--- src/rtl/wsr_pkg.sv ---
package wsr_pkg;

  localparam int DW      = 32;
  localparam int TF_W    = 4;
  localparam int CNT_W   = TF_W + 1;
  localparam int BW_LSB  = 14;
  localparam int ACC_LSB = 16;
  localparam int BUR_LSB = 20;
  localparam int TRN_LSB = 24;
  localparam int LANE_W  = 2;

  typedef enum logic [1:0] {
    BW_8    = 2'b00,
    BW_16   = 2'b01,
    BW_32   = 2'b10,
    BW_NONE = 2'b11
  } bank_w_e;

  typedef struct packed {
    logic [TF_W-1:0] trn;
    logic [TF_W-1:0] bur;
    logic [TF_W-1:0] acc;
    bank_w_e         bw;
  } tcfg_t;

  typedef enum logic [1:0] {
    ST_IDLE   = 2'b00,
    ST_STROBE = 2'b01,
    ST_TURN   = 2'b10
  } seq_st_e;

  // Timing field to cycle count: zero stands for the full sixteen.
  function automatic logic [CNT_W-1:0] span(input logic [TF_W-1:0] f);
    return (f == '0) ? {1'b1, {TF_W{1'b0}}} : {1'b0, f};
  endfunction

  // Bytes moved per beat for a width code.
  function automatic logic [2:0] beat_bytes(input bank_w_e w);
    case (w)
      BW_8:    return 3'd1;
      BW_16:   return 3'd2;
      default: return 3'd4;
    endcase
  endfunction

endpackage

--- src/rtl/wsr_regs.sv ---
module wsr_regs
  import wsr_pkg::*;
(
  input  logic              clk,
  input  logic              rst_n,
  input  logic              reg_wr,
  input  logic              reg_sel,
  input  logic [DW-1:0]     reg_wdata,
  output logic [DW-1:0]     reg_rdata,
  output tcfg_t             cfg,
  output logic [LANE_W-1:0] lane,
  output logic              cfg_err
);

  logic unused_wbits;
  assign unused_wbits = ^{reg_wdata[DW-1:TRN_LSB+TF_W], reg_wdata[BW_LSB-1:LANE_W]};

  always_ff @(posedge clk or negedge rst_n) begin
    if (!rst_n) begin
      cfg.trn <= '0;
      cfg.bur <= '0;
      cfg.acc <= '0;
      cfg.bw  <= BW_32;
      lane    <= '0;
    end else if (reg_wr) begin
      if (!reg_sel) begin
        cfg.bw  <= bank_w_e'(reg_wdata[BW_LSB +: 2]);
        cfg.acc <= reg_wdata[ACC_LSB +: TF_W];
        cfg.bur <= reg_wdata[BUR_LSB +: TF_W];
        cfg.trn <= reg_wdata[TRN_LSB +: TF_W];
      end else begin
        lane <= reg_wdata[LANE_W-1:0];
      end
    end
  end

  always_comb begin
    reg_rdata = '0;
    if (!reg_sel) begin
      reg_rdata[BW_LSB +: 2]     = cfg.bw;
      reg_rdata[ACC_LSB +: TF_W] = cfg.acc;
      reg_rdata[BUR_LSB +: TF_W] = cfg.bur;
      reg_rdata[TRN_LSB +: TF_W] = cfg.trn;
    end else begin
      reg_rdata[LANE_W-1:0] = lane;
    end
  end

  assign cfg_err = (cfg.bw == BW_NONE);

  // the lane register only changes through a lane write
  a_r1_lane_hold: assert property (@(posedge clk) disable iff (!rst_n)
    !(reg_wr && reg_sel) |=> $stable(lane));

endmodule

--- src/rtl/wsr_steer.sv ---
module wsr_steer
  import wsr_pkg::*;
#(
  parameter int AW = 24
) (
  input  bank_w_e           bw,
  input  logic [LANE_W-1:0] lane,
  input  logic              we,
  input  logic [AW-1:0]     addr,
  input  logic [DW-1:0]     wdata,
  input  logic [DW-1:0]     dq_i,
  output logic [AW-1:0]     dev_addr,
  output logic [DW-1:0]     dq_o,
  output logic [DW-1:0]     rd_word
);

  always_comb begin
    dev_addr = addr;
    dq_o     = wdata;
    rd_word  = dq_i;
    case (bw)
      BW_8: begin
        rd_word = {{(DW-8){1'b0}}, dq_i[7:0]};
        if (we) begin
          dev_addr = {addr[AW-1:2], 2'b00};
          dq_o     = '0;
          dq_o[{lane, 3'b000} +: 8] = wdata[7:0];
        end
      end
      BW_16: begin
        rd_word = {{(DW-16){1'b0}}, dq_i[15:0]};
        if (we) begin
          dev_addr = {addr[AW-1:2], 2'b00};
          dq_o     = '0;
          dq_o[{lane[1], 4'b0000} +: 16] = wdata[15:0];
        end
      end
      default: ;
    endcase
  end

endmodule

--- src/rtl/wsr_fsm.sv ---
module wsr_fsm
  import wsr_pkg::*;
#(
  parameter int AW = 24
) (
  input  logic              clk,
  input  logic              rst_n,
  input  logic              req,
  input  logic              we,
  input  logic [AW-1:0]     addr,
  input  logic [DW-1:0]     wdata,
  input  tcfg_t             cfg,
  input  logic [LANE_W-1:0] lane,
  input  logic [DW-1:0]     rd_word,
  output logic              strobe,
  output logic              acc_we,
  output logic [AW-1:0]     acc_addr,
  output logic [DW-1:0]     acc_wdata,
  output bank_w_e           acc_bw,
  output logic [LANE_W-1:0] acc_lane,
  output logic              hst_ready,
  output logic              hst_err,
  output logic [DW-1:0]     hst_rdata
);

  localparam int RUN_W = CNT_W + 1;

  seq_st_e          st;
  logic [CNT_W-1:0] cnt;
  logic [CNT_W-1:0] turn_len;
  logic [AW-1:0]    last_addr;
  logic             last_rd_ok;
  logic             seq_hit;
  logic             accept;
  logic             bad_width;
  logic             last_beat;

  assign bad_width = (cfg.bw == BW_NONE);
  assign accept    = (st == ST_IDLE) && req;
  assign last_beat = (st == ST_STROBE) && (cnt == CNT_W'(1));
  assign seq_hit   = last_rd_ok && !we &&
                     (addr == last_addr + AW'(beat_bytes(cfg.bw)));
  assign strobe    = (st == ST_STROBE);

  always_ff @(posedge clk or negedge rst_n) begin
    if (!rst_n) begin
      st         <= ST_IDLE;
      cnt        <= '0;
      turn_len   <= '0;
      acc_we     <= 1'b0;
      acc_addr   <= '0;
      acc_wdata  <= '0;
      acc_bw     <= BW_32;
      acc_lane   <= '0;
      last_addr  <= '0;
      last_rd_ok <= 1'b0;
      hst_ready  <= 1'b0;
      hst_err    <= 1'b0;
      hst_rdata  <= '0;
    end else begin
      hst_ready <= 1'b0;
      hst_err   <= 1'b0;
      case (st)
        ST_IDLE: begin
          if (accept) begin
            if (bad_width) begin
              st         <= ST_TURN;
              cnt        <= CNT_W'(1);
              turn_len   <= CNT_W'(1);
              hst_ready  <= 1'b1;
              hst_err    <= 1'b1;
              hst_rdata  <= '0;
              last_rd_ok <= 1'b0;
            end else begin
              st         <= ST_STROBE;
              cnt        <= seq_hit ? span(cfg.bur) : span(cfg.acc);
              turn_len   <= span(cfg.trn);
              acc_we     <= we;
              acc_addr   <= addr;
              acc_wdata  <= wdata;
              acc_bw     <= cfg.bw;
              acc_lane   <= lane;
              last_addr  <= addr;
              last_rd_ok <= !we;
            end
          end
        end
        ST_STROBE: begin
          if (last_beat) begin
            st        <= ST_TURN;
            cnt       <= turn_len;
            hst_ready <= 1'b1;
            hst_rdata <= acc_we ? '0 : rd_word;
          end else begin
            cnt <= cnt - CNT_W'(1);
          end
        end
        ST_TURN: begin
          if (cnt == CNT_W'(1)) st <= ST_IDLE;
          else                  cnt <= cnt - CNT_W'(1);
        end
        default: st <= ST_IDLE;
      endcase
    end
  end

  // Checker counters: strobe length and idle gap, counted on their own.
  logic [RUN_W-1:0] strobe_run;
  logic [RUN_W-1:0] gap_run;
  logic [CNT_W-1:0] need_len;
  logic [CNT_W-1:0] gap_need;

  always_ff @(posedge clk or negedge rst_n) begin
    if (!rst_n) begin
      strobe_run <= '0;
      gap_run    <= '1;
      need_len   <= '0;
      gap_need   <= '0;
    end else begin
      strobe_run <= strobe ? strobe_run + RUN_W'(1) : '0;
      if (strobe)            gap_run <= '0;
      else if (gap_run != '1) gap_run <= gap_run + RUN_W'(1);
      if (accept && !bad_width)
        need_len <= seq_hit ? span(cfg.bur) : span(cfg.acc);
      if (last_beat)                gap_need <= turn_len;
      else if (accept && bad_width) gap_need <= CNT_W'(1);
    end
  end

  // a completed access held its strobes for the chosen count
  a_r3_strobe_len: assert property (@(posedge clk) disable iff (!rst_n)
    (hst_ready && !hst_err) |-> (strobe_run == {1'b0, need_len}));

  // ready lasts one cycle
  a_r4_ready_pulse: assert property (@(posedge clk) disable iff (!rst_n)
    hst_ready |=> !hst_ready);

  // a data completion follows directly on a strobe cycle
  a_r4_ready_after_strobe: assert property (@(posedge clk) disable iff (!rst_n)
    (hst_ready && !hst_err) |-> $past(strobe));

  // a new access starts only after the turnaround has run out
  a_r8_gap_kept: assert property (@(posedge clk) disable iff (!rst_n)
    (strobe && !$past(strobe)) |-> (gap_run >= ({1'b0, gap_need} + RUN_W'(1))));

endmodule

--- src/rtl/waitstate_rom_if.sv ---
module waitstate_rom_if
  import wsr_pkg::*;
#(
  parameter int AW = 24
) (
  input  logic          clk,
  input  logic          rst_n,
  input  logic          reg_wr,
  input  logic          reg_sel,
  input  logic [31:0]   reg_wdata,
  output logic [31:0]   reg_rdata,
  output logic          cfg_err,
  input  logic          hst_req,
  input  logic          hst_we,
  input  logic [AW-1:0] hst_addr,
  input  logic [31:0]   hst_wdata,
  output logic          hst_ready,
  output logic          hst_err,
  output logic [31:0]   hst_rdata,
  output logic [AW-1:0] ext_addr,
  output logic [1:0]    ext_lane,
  output logic          ext_cs_n,
  output logic          ext_oe_n,
  output logic          ext_we_n,
  output logic [31:0]   ext_dq_o,
  output logic          ext_dq_oe,
  input  logic [31:0]   ext_dq_i
);

  tcfg_t             cfg;
  logic [LANE_W-1:0] lane;
  logic              strobe;
  logic              acc_we;
  logic [AW-1:0]     acc_addr;
  logic [DW-1:0]     acc_wdata;
  bank_w_e           acc_bw;
  logic [LANE_W-1:0] acc_lane;
  logic [DW-1:0]     rd_word;

  wsr_regs u_regs (
    .clk       (clk),
    .rst_n     (rst_n),
    .reg_wr    (reg_wr),
    .reg_sel   (reg_sel),
    .reg_wdata (reg_wdata),
    .reg_rdata (reg_rdata),
    .cfg       (cfg),
    .lane      (lane),
    .cfg_err   (cfg_err)
  );

  wsr_fsm #(.AW(AW)) u_fsm (
    .clk       (clk),
    .rst_n     (rst_n),
    .req       (hst_req),
    .we        (hst_we),
    .addr      (hst_addr),
    .wdata     (hst_wdata),
    .cfg       (cfg),
    .lane      (lane),
    .rd_word   (rd_word),
    .strobe    (strobe),
    .acc_we    (acc_we),
    .acc_addr  (acc_addr),
    .acc_wdata (acc_wdata),
    .acc_bw    (acc_bw),
    .acc_lane  (acc_lane),
    .hst_ready (hst_ready),
    .hst_err   (hst_err),
    .hst_rdata (hst_rdata)
  );

  wsr_steer #(.AW(AW)) u_steer (
    .bw       (acc_bw),
    .lane     (acc_lane),
    .we       (acc_we),
    .addr     (acc_addr),
    .wdata    (acc_wdata),
    .dq_i     (ext_dq_i),
    .dev_addr (ext_addr),
    .dq_o     (ext_dq_o),
    .rd_word  (rd_word)
  );

  assign ext_lane  = acc_lane;
  assign ext_cs_n  = !strobe;
  assign ext_oe_n  = !(strobe && !acc_we);
  assign ext_we_n  = !(strobe && acc_we);
  assign ext_dq_oe = strobe && acc_we;

  // an error completion had no device cycle before it
  a_r2_err_no_strobe: assert property (@(posedge clk) disable iff (!rst_n)
    hst_err |-> ($past(ext_cs_n) && ext_cs_n));

  // write-enable only with the bus driven and output-enable off
  a_r10_we_drives: assert property (@(posedge clk) disable iff (!rst_n)
    !ext_we_n |-> (ext_dq_oe && ext_oe_n && !ext_cs_n));

  // output-enable never while the bus is driven
  a_r10_oe_quiet: assert property (@(posedge clk) disable iff (!rst_n)
    !ext_oe_n |-> (!ext_dq_oe && ext_we_n));

  // idle strobes leave the bus undriven
  a_r8_idle_tristate: assert property (@(posedge clk) disable iff (!rst_n)
    ext_cs_n |-> (!ext_dq_oe && ext_oe_n && ext_we_n));

endmodule

--- config.mk ---
export PLATFORM = sky130hd
export DESIGN_NAME = waitstate_rom_if
export DESIGN_NICKNAME = d
export VERILOG_FILES = /design/src/rtl/wsr_pkg.sv /design/src/rtl/wsr_regs.sv /design/src/rtl/wsr_steer.sv /design/src/rtl/wsr_fsm.sv /design/src/rtl/waitstate_rom_if.sv
export SDC_FILE = /design/constraint.sdc
export NUM_CORES = 1
export LEC_CHECK = 0
export BUFFER_PORTS_ARGS = -buffer_cell sky130_fd_sc_hd__buf_2
export CAP_MARGIN = 10
export CORE_AREA = 2 2 127 129
export DETAILED_ROUTE_END_ITERATION = 6
export DIE_AREA = 0 0 129 131
export GPL_TIMING_DRIVEN = 0
export PLACE_DENSITY = 0.76
export REMOVE_ABC_BUFFERS = 1
export SYNTH_ARGS = -nofsm -noshare
export SYNTH_HDL_FRONTEND = slang
export SYNTH_SLANG_ARGS = --single-unit
--- constraint.sdc ---
create_clock -name clk -period 2.95 [get_ports clk]
set_input_delay 0.295 -clock clk [delete_from_list [all_inputs] [get_ports clk]]
set_output_delay 0.295 -clock clk [all_outputs]
set_load 0.01 [all_outputs]
== Yosys cells after proc, flatten, opt, wreduce, memory -nomap -nowiden ==
Cells that the tools add are included.
Storage, ports and cells
  register bits after elaboration: 124
  bits of input ports: 126
  output and inout port bits: 129
  word-level logic and storage cells: 103
Operators by class
  add/subtract/negate cells: 4
  equal/unequal tests: 12
  shift operators: 4
  muxes and demuxes: 35
  bitwise operators: 4
  reductions and logical operators: 27
Operators with widths (count)
  32-bit two-way mux: 6
  32-bit one-hot mux with 2 select lines: 3
  32-bit AND: 2
  5-bit two-way mux: 9
  16-bit by 7-bit variable shift with 32-bit output, first input constant: 1
  8-bit by 7-bit variable shift with 32-bit output, first input constant: 1
  16-bit by 7-bit indexed part select with 32-bit output: 1
  8-bit by 7-bit indexed part select with 32-bit output: 1
  24-bit by 3-bit adder with 24-bit output: 1
  24-bit == test: 1
  5-bit one-hot mux with 3 select lines: 1
  14-bit two-way mux: 1
  2-bit two-way mux: 7
  5-bit negation with 7-bit output: 2
  4-bit zero test: 3
  3-bit AND reduction: 3
  2-bit by 1-bit == test with 1-bit output, second input constant: 3
  1-bit logical AND: 6
  2-bit zero test: 3
  2-bit by 1-bit inequality test with 1-bit output, second input constant: 3
  2-bit one-hot mux with 3 select lines: 1
  3-bit one-hot mux with 2 select lines: 1
  2-bit AND reduction: 3
  5-bit by 1-bit == test with 1-bit output, second input constant: 1
  11 further kinds: 22

== Longest topological paths before layout ==
  depth after elaboration: 9
  gate-level depth with buffers: 11

== Modules after synthesis ==
A second synthesis with hierarchy kept.
Second synthesis, totals
  cells, all modules: 842
  area, all modules: 7323.3 µm²
Modules (own cells, without submodules)
  wsr_fsm: instances 1, cells each 646, area an instance 5469.0 µm², sequential area each 2703.8 µm²
  wsr_steer: instances 1, cells each 121, area an instance 922.1 µm², sequential area each 0.0 µm²
  wsr_regs: instances 1, cells each 71, area an instance 912.1 µm², sequential area each 401.6 µm²
  waitstate_rom_if: instances 1, cells each 4, area an instance 20.0 µm², sequential area each 0.0 µm²

== Worst setup path after synthesis ==
OpenSTA, ideal clock, no wires.
  kind: reg-to-reg
  from: register, netlist name u_regs.cfg[1]
  to: register u_fsm.cnt[0]
  library setup time: 0.104 ns
  data arrival time: 3.034 ns
  data required time: 2.846 ns
  setup slack: -0.187 ns
  cell stages (with the launch flop): 12
  path buffers: 0
  period minus slack after synthesis: 3.137 ns
  path through: dfstp_2 > nor2_1 > ha_1 > fa_1 > xnor3_1 > nand4_1 > a2111oi_4 > o221ai_2 > nor4_4 > o2111ai_4 > mux2i_1 > a221oi_1
On the way
  word-level cells in the longest chain between the ends: 9
Ends and longest elaborated chain
  2-bit by 1-bit == test with 1-bit output or 2-bit zero test (tied branches): RTL line wsr_pkg.sv:39  | case (w)
  3-bit one-hot mux with 2 select lines: RTL line wsr_pkg.sv:39
  24-bit by 3-bit adder with 24-bit output: RTL line wsr_fsm.sv:42  | (addr == last_addr + AW'(beat_bytes(cfg.bw)));
  24-bit == test: RTL line wsr_fsm.sv:42
  1-bit logical AND: RTL line wsr_fsm.sv:41  | assign seq_hit = last_rd_ok && !we &&
  5-bit two-way mux
  5-bit two-way mux (*): RTL line wsr_fsm.sv:66  | if (bad_width) begin
  5-bit two-way mux (*): RTL line wsr_fsm.sv:65  | if (accept) begin
  5-bit one-hot mux with 3 select lines (*): RTL line wsr_fsm.sv:63  | case (st)
  to (signal assigned): RTL line wsr_fsm.sv:76  | cnt <= seq_hit ? span(cfg.bur) : span(cfg.acc);
  to (signal assigned): RTL line wsr_fsm.sv:91  | cnt <= turn_len;
  to (signal assigned): RTL line wsr_fsm.sv:95  | cnt <= cnt - CNT_W'(1);
  to (decl): RTL line wsr_fsm.sv:29  | logic [CNT_W-1:0] cnt;
Mark *: on every way between the ends. The rest lies on a longest branch, timed or not. The select of a mux whose other input is x is not followed.
A chain may end at the register's enable or synchronous reset.

== Final worst setup path ==
  from: register, netlist name u_regs.cfg[1]
  to: register u_fsm.cnt[0]
On the way
  word-level cells in the longest chain between the ends: 9
Ends and longest elaborated chain (RTL line)
  2-bit by 1-bit == test with 1-bit output or 2-bit zero test (tied branches): wsr_pkg.sv:39
  3-bit one-hot mux with 2 select lines: wsr_pkg.sv:39
  24-bit by 3-bit adder with 24-bit output: wsr_fsm.sv:42
  24-bit == test: wsr_fsm.sv:42
  1-bit logical AND: wsr_fsm.sv:41
  5-bit two-way mux
  5-bit two-way mux (*): wsr_fsm.sv:66
  5-bit two-way mux (*): wsr_fsm.sv:65
  5-bit one-hot mux with 3 select lines (*): wsr_fsm.sv:63
Marks and branches as above.

==> summary.md <==
| Metric | Value |
|---|---|
| Sequential Power Share | `between 30% and 40%` |
| Avg Inst Size Synth | `10.3 um2` |
| WHS Path Cells | `2` |
| Worst vdd ir | `0.573 mV` |
| Pint | `~5.7 mW` |
| Failing checks | `setup timing` |
| Post-route setup slack | `-243 ps` |
| Sw Ratio | `38.2%` |
| Die area | `between 15000 and 20000 um2` |
| Combinational Power Share | `41.6%` |
| Largest net degree at the start of global routing | `between 70 and 80` |
| Worst Skew | `11.6 ps` |
| Gr ovfl total | `0` |
| Root Buffer | `clkbuf_16` |
| Routed len/inst | `about 16 um` |
| Initial antenna violation count | `0` |
| Ports | `255` |
| Site Rows | `46` |
| Worst-path clk slew | `60 ps` |
| Vias in the first global route | `5445` |
| Max Cap Viol | `0` |
| Crit Path Class | `reg -> reg` |
| Core area | `15600 um2` |
| Commonest non-fill, non-tap cells in the layout | `buf_2, dfrtp_1, nand2_1` |
| Clk sinks | `124` |
| RSZ-0062 raised after global routing | `true` |
| Post-synth EDFFs | `0` |
| Leak pwr | `4.19 nW` |
| Vias per cell | `5.19` |
| Via count | `around 5700` |
| Diodes inserted | `0` |
| Die Y-Extent | `131 um` |
| Netlist cell types | `71` |
| Worst path required time | `3270 ps` |
| Pre-CTS setup slack | `-572 ps` |
| Prevailing post-synth register cell | `dfrtp_1` |
| DRC | `0` |
| CP arrival | `~3500 ps` |
| Yosys warnings | `0` |
| GR Util All Layers | `20.9%` |
| Final antenna-violating net count | `0` |
| Initial DRC count | `approximately 290` |
| Fin. Hold Viols | `0` |
| CP startpoint kind | `register` |
| Final Cycle Share | `108%` |
| Final Hold Slack | `107 ps` |
| Routability Congestion | `0.850` |
| Final HPWL from detailed placement | `12600 um` |
| Critical Path Sink Type | `register` |
| Final WL | `17700 um` |
| Slew Limit Fails | `0` |
| Worst slew margin | `approximately 24%` |
| FFs w/ async S/R, synth | `100%` |
| Clock Latency Late Sink | `420 ps` |
| CTS tree | `built` |
| Worst Hold Class | `in -> reg` |
| Power per standard cell area | `1040 nW/um2` |
| Minimum clock period | `3190 ps` |
| # H-tree levels | `4` |
| Leading cell type in the layout, fill and taps excluded | `buf_2` |
| Status | `finished with violations` |
| Reg2reg path depth | `11` |
| Sequential area share after synthesis | `44.9%` |
| Die W | `129 um` |
| Drt pass-1 iters | `4` |
| Share of layout cells above drive strength 1 | `40.9%` |
| Clk pwr share | `24.8%` |
| CP max FO | `6` |
| Maximum root-to-sink buffer count | `2` |
| Fmax | `roughly 310 MHz` |
| Syn Inst Count | `approximately 670` |
| Global-route wire length before repair | `27400 um` |
| Slew @ Worst Pin | `1120 ps` |
| Final setup vio count | `5` |
| Port Buffers | `~220` |
| Mapped Area | `just under 7000 um2` |
| Synth Register Bits | `124` |
| Synthesis-to-finish area growth | `28.0%` |
| Post-layout nets | `1018` |
| Initial core utilization | `~44%` |
| NetSw | `around 3.5 mW` |
| CTS buffer count | `17` |
-- registers in the layout, indices dropped and copies added, names as in the netlist --
signal            count
u_fsm.acc_bw          2
u_fsm.acc_lane        2
u_fsm.acc_wdata      32
u_fsm.acc_we          1
u_fsm.cnt             5
u_fsm.hst_err         1
u_fsm.hst_rdata      32
u_fsm.hst_ready       1
u_fsm.last_addr      24
u_fsm.last_rd_ok      1
u_fsm.st              2
u_fsm.turn_len        5
u_regs.cfg           14
u_regs.lane           2
-- final timing paths --
| path | from | endpoint | slack, ps |
|---|---|---|---|
| setup / recovery | u_regs.cfg[1] | u_fsm.cnt[0] | -240 |
| setup reg to reg | u_regs.cfg[1] | u_fsm.cnt[0] | -240 |
| hold reg to reg | u_fsm.hst_rdata[7] | u_fsm.hst_rdata[7] | 470 |
| max in group asynchronous | rst_n | u_fsm.acc_bw[1] | 1790 |
| hold / removal | reg_wdata[25] | u_regs.cfg[11] | 110 |
| min in group asynchronous | rst_n | u_fsm.last_addr[23] | 400 |
-- critical path: stages, from the launching register on --
cell       delay [ps]
dfstp_2           580
nor2_2             40
ha_2              190
fa_2              600
xnor2_2           120
nand4_1           140
a2111oi_4         320
o221ai_2          180
nor4_4            270
o2111ai_4         250
mux2i_1           180
a221oi_1          230
-- per-layer routing --
metal  vias to the layer above  GRT usage [%]  share of wire, %
li1                       2747              -                 -
met1                      2781           26.0                42
met2                       193           34.6                50
met3                        24           6.68               6.6
met4                         0           7.10               1.8
met5                         -              0                 0
-- power groups by stage --
stage / logic [mW] / clock network [mW] / registers [mW]
after floorplan: 2.37 / 0 / 3.06
after global placement: 3.65 / 0 / 3.07
after detailed placement: 3.75 / 0 / 3.10
after CTS: 3.82 / 2.32 / 3.08
after global routing: 4.23 / 2.40 / 3.20
final: 3.83 / 2.28 / 3.09
-- stage by stage --
| stage | setup TNS, ps | power (mW) | utilization [%] | instances | cell area [um2] |
|---|---|---|---|---|---|
| 3_5_place_dp | -2510 | 6.85 | 51.7 | 1065 | 8060 |
| 2_1_floorplan | -73270 | 5.43 | - | 624 | 6590 |
| 4_1_cts | -1070 | 9.22 | 56.3 | 1103 | 8780 |
| 3_3_place_gp | -222810 | 6.72 | 51.1 | 1062 | 7970 |
| 6_report | -1040 | 9.20 | 56.7 | 1106 | 8840 |
| 5_1_grt | -1790 | 9.83 | 56.7 | 1106 | 8840 |
-- cell usage after synthesis (3+ instances only) --
master,number,area share (%)
o211ai_1,3,0.33
xor2_1,13,1.6
and2_1,13,1.2
nand4b_1,3,0.38
buf_4,38,4.1
mux2_2,69,11
nor3_1,10,0.72
xnor2_1,11,1.4
a211oi_1,4,0.43
nand2_1,99,5.4
nor3b_1,5,0.54
inv_1,16,0.87
a21oi_1,16,1.2
mux2i_1,6,0.87
dfrtp_1,122,44
nor2_1,26,1.4
nor4_1,4,0.36
a22o_1,33,4.2
ha_1,14,2.5
nand4_1,7,0.63
o21ai_0,44,3.2
clkbuf_1,24,1.3
nand3_1,12,0.87
nor4b_1,3,0.38
nor2b_1,18,1.6
-- area by class of cell --
| class | instances | area, um2 |
|---|---|---|
| clock buffers | 22 | 484 |
| clock inverters | 10 | 161 |
| fillers | 1377 | 6760 |
| inverters | 18 | 67.6 |
| multi-input cells | 482 | 3480 |
| flip-flops and latches | 124 | 3110 |
| well taps | 216 | 270 |
| repair buffers | 234 | 1270 |
-- what timing repair did --
action / CTS / global route
pin swaps: 10 / 1
endpoints found under the setup margin: 21 / 38
buffers inserted: 5 / 2
hold buffers: 1 / 0
hold endpoints to repair: 52 / 0
resized for setup: 5 / 8
-- logic make-up (layout without fill, tap and decap cells) --
kind of cell             Yosys count  in the layout  synth area share (%)
AO/OA/AOI/OAI                    128            128                  13.7
XOR/XNOR                          25             25                  3.37
adder cells (fa/ha/maj)           15             15                  2.82
buffers and inverters             81            284                  6.48
flip-flops                       124            124                  44.9
multiplexers                      75             75                  12.1
other                              1             16                0.0543
AND/OR/NAND/NOR                  223            223                  16.5
Note: power is estimated with default switching activity, not from simulation.
